$ cat src/rtl/idle_rel_pkg.sv
package idle_rel_pkg;

    localparam int unsigned DEF_CNT_W = 16;

    // Chip-select side state of the controller
    typedef enum logic [0:0] {
        CS_HELD     = 1'b0,
        CS_RELEASED = 1'b1
    } cs_state_e;

    // Latched configuration, width fixed at the default
    typedef struct packed {
        logic                 en;
        logic [DEF_CNT_W-1:0] period;
    } idle_cfg_t;

    // The window is complete when the edge now being taken is the
    // period-th one; a period of zero completes on the first edge.
    function automatic logic window_done(input logic [31:0] cnt_v,
                                         input logic [31:0] per_v);
        return (cnt_v + 32'd1) >= per_v;
    endfunction

endpackage

$ cat src/rtl/idle_cfg_shadow.sv
module idle_cfg_shadow
    import idle_rel_pkg::*;
#(
    parameter int unsigned CNT_W = DEF_CNT_W
) (
    input  logic             clk,
    input  logic             rst,
    input  logic             ctrl_busy,
    input  logic             tmr_en,
    input  logic [CNT_W-1:0] period,
    output logic             en_q,
    output logic [CNT_W-1:0] period_q
);

    always_ff @(posedge clk) begin
        if (rst) begin
            en_q     <= 1'b0;
            period_q <= '0;
        end else if (!ctrl_busy) begin
            en_q     <= tmr_en;
            period_q <= period;
        end
    end

    AST_CFG_FROZEN: assert property (@(posedge clk) disable iff (rst)
        ctrl_busy |=> ($stable(en_q) && $stable(period_q)));

endmodule

$ cat src/rtl/idle_counter.sv
module idle_counter
    import idle_rel_pkg::*;
#(
    parameter int unsigned CNT_W = DEF_CNT_W
) (
    input  logic             clk,
    input  logic             rst,
    input  logic             count_en,
    input  logic [CNT_W-1:0] period_q,
    output logic [CNT_W-1:0] cnt,
    output logic             expire
);

    assign expire = count_en && window_done(32'(cnt), 32'(period_q));

    always_ff @(posedge clk) begin
        if (rst || !count_en || expire) begin
            cnt <= '0;
        end else begin
            cnt <= cnt + 1'b1;
        end
    end

    AST_NO_WRAP: assert property (@(posedge clk) disable iff (rst)
        count_en && !expire |=> cnt != '0);

endmodule

$ cat src/rtl/idle_release_ctl.sv
module idle_release_ctl
    import idle_rel_pkg::*;
(
    input  logic clk,
    input  logic rst,
    input  logic armed,
    input  logic host_access,
    input  logic expire,
    input  logic flag_clr,
    input  logic irq_en,
    output logic cs_release,
    output logic timeout_flag,
    output logic timeout_irq
);

    cs_state_e state_q, state_d;

    always_comb begin
        state_d = state_q;
        if (!armed || host_access) begin
            state_d = CS_HELD;
        end else if (expire) begin
            state_d = CS_RELEASED;
        end
    end

    always_ff @(posedge clk) begin
        if (rst) begin
            state_q      <= CS_HELD;
            timeout_flag <= 1'b0;
        end else begin
            state_q <= state_d;
            if (expire) begin
                timeout_flag <= 1'b1;
            end else if (flag_clr) begin
                timeout_flag <= 1'b0;
            end
        end
    end

    assign cs_release  = (state_q == CS_RELEASED);
    assign timeout_irq = timeout_flag && irq_en;

    AST_DISARM_DROPS: assert property (@(posedge clk) disable iff (rst)
        !armed |=> !cs_release);
    AST_ACCESS_RESUMES: assert property (@(posedge clk) disable iff (rst)
        host_access |=> !cs_release);
    AST_FLAG_STICKY: assert property (@(posedge clk) disable iff (rst)
        timeout_flag && !flag_clr |=> timeout_flag);
    AST_REL_FROM_EXPIRY: assert property (@(posedge clk) disable iff (rst)
        $rose(cs_release) |-> $past(expire));

endmodule

$ cat src/rtl/prefetch_idle_release.sv
module prefetch_idle_release
    import idle_rel_pkg::*;
#(
    parameter int unsigned CNT_W = DEF_CNT_W
) (
    input  logic             clk,
    input  logic             rst,
    input  logic             ctrl_busy,
    input  logic             tmr_en,
    input  logic [CNT_W-1:0] period,
    input  logic             irq_en,
    input  logic             mmap_mode,
    input  logic             buf_full,
    input  logic             host_access,
    input  logic             flag_clr,
    output logic             cs_release,
    output logic             timeout_flag,
    output logic             timeout_irq
);

    logic             en_q;
    logic [CNT_W-1:0] period_q;
    logic [CNT_W-1:0] cnt;
    logic             expire;
    logic             armed;
    logic             count_en;

    idle_cfg_shadow #(.CNT_W(CNT_W)) u_cfg (
        .clk       (clk),
        .rst       (rst),
        .ctrl_busy (ctrl_busy),
        .tmr_en    (tmr_en),
        .period    (period),
        .en_q      (en_q),
        .period_q  (period_q)
    );

    assign armed    = en_q && mmap_mode;
    assign count_en = armed && buf_full && !host_access && !cs_release;

    idle_counter #(.CNT_W(CNT_W)) u_cnt (
        .clk      (clk),
        .rst      (rst),
        .count_en (count_en),
        .period_q (period_q),
        .cnt      (cnt),
        .expire   (expire)
    );

    idle_release_ctl u_ctl (
        .clk          (clk),
        .rst          (rst),
        .armed        (armed),
        .host_access  (host_access),
        .expire       (expire),
        .flag_clr     (flag_clr),
        .irq_en       (irq_en),
        .cs_release   (cs_release),
        .timeout_flag (timeout_flag),
        .timeout_irq  (timeout_irq)
    );

    AST_HOLD_NOT_FULL: assert property (@(posedge clk) disable iff (rst)
        !buf_full |=> cnt == '0);
    AST_ACCESS_CLEARS: assert property (@(posedge clk) disable iff (rst)
        host_access |=> cnt == '0);

endmodule

$ cat config.mk
export PLATFORM = sky130hd
export DESIGN_NAME = prefetch_idle_release
export DESIGN_NICKNAME = d
export VERILOG_FILES = /design/src/rtl/idle_rel_pkg.sv /design/src/rtl/idle_cfg_shadow.sv /design/src/rtl/idle_counter.sv /design/src/rtl/idle_release_ctl.sv /design/src/rtl/prefetch_idle_release.sv
export SDC_FILE = /design/constraint.sdc
export NUM_CORES = 1
export LEC_CHECK = 0
export BUFFER_PORTS_ARGS = -buffer_cell sky130_fd_sc_hd__buf_2
export CORE_MARGIN = 2
export CORE_UTILIZATION = 55
export CTS_CLUSTER_DIAMETER = 40
export DETAILED_ROUTE_END_ITERATION = 8
export GPL_ROUTABILITY_DRIVEN = 0
export PLACE_DENSITY_LB_ADDON = 0.2
export SLEW_MARGIN = 5
export SYNTH_ARGS = -nofsm -noshare
export SYNTH_HDL_FRONTEND = slang
export SYNTH_HIERARCHICAL = 1
export SYNTH_SLANG_ARGS = --single-unit
$ cat constraint.sdc
create_clock -name clk -period 4.85 [get_ports clk]
set_input_delay 0.485 -clock clk [delete_from_list [all_inputs] [get_ports clk]]
set_output_delay 0.485 -clock clk [all_outputs]
set_load 0.005 [all_outputs]
==> impl_metrics.toml <==
[sta]
clock.fmax_ghz = 0.378
slew_headroom_pct = 67.7
setup_viol = 0
skew_ns = 0.0127
period_needed_ns = 2.65
finalSetupTns_ns = 0
slew_viol_final = 0
post-route-period-util_pct = 54.6
rsz0062_at_grt = "false"
hold_viol_final = 0
max_slew.worst_pin.slew_ns = 0.484
finalWorstSetupSlack_ns = 2.20

[finish]
drive_above_1_share_pct = 20.2
diodes = 0
design_area_um2 = 2090
areaGrowthSynthToFinish_pct = 11.2
fin_nets = 269

[global_route]
antenna_found_initial = 0
first_global_vias = 1427
use_met3_pct = 7.39
grt_pass1_wl_um = 6030
grt_busiest_layer = "met2"
use_met1_pct = 20.2
grtUsageTotal_pct = 20.0
grt_use_met2_pct = 36.2
grt_max_degree = 21
overflow = 0

[cts]
clockBufferDepth = 2
h-tree-depth = 2
cts_setup_buffers = 0
clock_latency_ns = 0.34
numCtsBuffers = 5
holdBufCountCts = 0
clock_sink_count = 35
ctsResizeCount = 0
cts_tree = "done"
cts_root_buf = "clkbuf_4"
path_clk_slew_ns = 0.09

[yosys]
synth_edf_count = 0
mappedNetlistNets = 240
synth_top_area_share_pct = 37.2
ys_seq_elements = 35
avgSynthCellArea_um2 = 9.50
synth_ff_type = "dfxtp_1"
synth_warnings = 6
yosysTopAreaCell = "dfxtp_1"
synth_area_um2 = 1880
synth_async_sr_flop_share_pct = 0
synth_cell_type_count = 36
synth.most_common_cell = "dfxtp_1"
synthTopCellsByArea = "dfxtp_1 (37%), ha_1 (11%), mux2i_1 (9.0%)"
syn_inst = 198
yosysSeqAreaShare_pct = 37.2
ys_top_cells_by_count = "dfxtp_1 (35), nor2_1 (28), inv_1 (18), ha_1 (17), mux2i_1 (17)"

[placement]
io_buffers = 27
post-place-ws_ns = 2.22
hpwl_um = 2670
placed_cell_area_um2 = 2020

[route]
remaining_drc_errors = 0
drt-initial-drc-count = 38
wl_per_cell_um = 12.6
dr.pass1.iters = 4
detail-route-antenna-nets = 0
vias = 1393
vias_per_cell = 5.08
wirelength_um = 3460

[power]
pwr-share-comb_pct = 9.1
switching_share_pct = 23.0
switchingPower_uw = 121
power_density_nw_per_um2 = 251
p_seq_share_pct = 57.1
irDropWorstVdd_mv = 0.156
p_leak_nw = 0.919
p_clk_share_pct = 33.9
internal_power_uw = 404

[outcome]
status = "finished, final reports clean"

[floorplan]
fp-row-count = 21
die_area_um2 = 3910
core-area_um2 = 3310
die_h_um = 62.5
ioPinCount = 28
die_x_um = 62.5
initial_core_util_pct = 56.8

[run]
drv_cap = 0

[worst_setup_path]
required_ns = 5.10
endpoint = "u_ctl/cs_release"
r2r_start = "u_cnt/cnt[0]"
start_kind = "register"
path_class = "reg -> reg"
endpoint_kind = "register"
r2r-end = "u_ctl/cs_release"
rr_worst_depth = 11
worstSetupStartpoint = "u_cnt/cnt[0]"
worstPathArrival_ns = 2.90
reg2reg_slack_ns = 2.20
crit_fanout = 7

[hold_path]
hp-class = "in -> reg"
[through the flow]
stage | util (%) | cells | total power, mW | hold WS, ns
2_1_floorplan | - | 198 | 0.340 | 0.463
3_3_place_gp | 61.1 | 266 | 0.352 | 0.465
3_5_place_dp | 61.1 | 266 | 0.355 | 0.487
4_1_cts | 63.2 | 274 | 0.533 | 0.314
5_1_grt | 63.2 | 274 | 0.554 | 0.291
6_report | 63.2 | 274 | 0.526 | 0.327
[sequential cells by signal, summed over array words and instances (netlist names)]
register	count
u_ctl/timeout_flag	1
u_cnt/cnt	16
u_ctl/cs_release	1
u_cfg/en_q	1
u_cfg/period_q	16
[power groups by stage]
stage | logic (mW) | registers, mW | clock network [mW]
after floorplan | 0.0350 | 0.305 | 0
after global placement | 0.0455 | 0.306 | 0
after detailed placement | 0.0478 | 0.307 | 0
after CTS | 0.0482 | 0.300 | 0.184
after global routing | 0.0548 | 0.301 | 0.198
final | 0.0476 | 0.300 | 0.178
[critical path: stages, from the launching register on]
cell,delay [ns]
dfxtp_1,0.48
ha_1,0.31
and3_4,0.26
nand3_1,0.10
xnor2_1,0.15
ha_1,0.30
nand3_1,0.13
nor2_1,0.16
o211ai_2,0.15
a31oi_1,0.25
nor2_1,0.08
nor4b_2,0.21
[cell families after synthesis]
kind of cell	share of synthesized area [%]
buffers and inverters	6.32
AOI/OAI and AO/OA	6.38
xor gates and xnor gates	6.52
DFF	37.2
adders and majority gates	11.3
muxes	9.04
and+or+nand+nor	23.2
[cell type report]
| cell class | instances | area (um^2) |
|---|---|---|
| Multi-Input combinational cell | 140 | 1060 |
| Clock buffer | 8 | 68.8 |
| Tap cell | 46 | 57.6 |
| Fill cell | 290 | 1220 |
| Sequential cell | 35 | 701 |
| Inverter | 18 | 67.6 |
| Timing Repair Buffer | 27 | 135 |
[how the worst min path moves through the flow]
stage | start | endpoint | slack [ns] | cells past startpoint
floorplan | u_cfg/period_q[10] | u_cfg/period_q[10] | 0.46 | 2
global placement | u_ctl/timeout_flag | u_ctl/timeout_flag | 0.47 | 2
detailed placement | u_cfg/period_q[4] | u_cfg/period_q[4] | 0.49 | 2
CTS | host_access | u_ctl/cs_release | 0.31 | 2
global route | host_access | u_ctl/cs_release | 0.29 | 2
finish | host_access | u_ctl/cs_release | 0.33 | 2
[cell usage in the layout (no fill, tap or decap), types with 2 or more instances in the layout]
master / instances
dfxtp_1: 35
nor2_1: 28
buf_2: 27
inv_1: 18
mux2i_1: 17
ha_1: 17
nor2b_1: 14
xnor2_1: 8
nand3_1: 8
xor2_1: 6
nand2_1: 6
clkbuf_4: 5
nand4_1: 5
o21ai_0: 5
a21oi_1: 4
and3_1: 2
clkbuf_8: 2
and3_4: 2
nand2b_1: 2
[per-layer routing]
metal / wire length (um) / vias to the layer above / part of all wire (%)
met5: 0 / - / 0
met4: 94 / 0 / 2.7
met3: 159 / 10 / 4.6
met2: 1790 / 27 / 52
met1: 1420 / 629 / 41
li1: - / 727 / -
No activity file was read; power rests on OpenSTA's default activity.
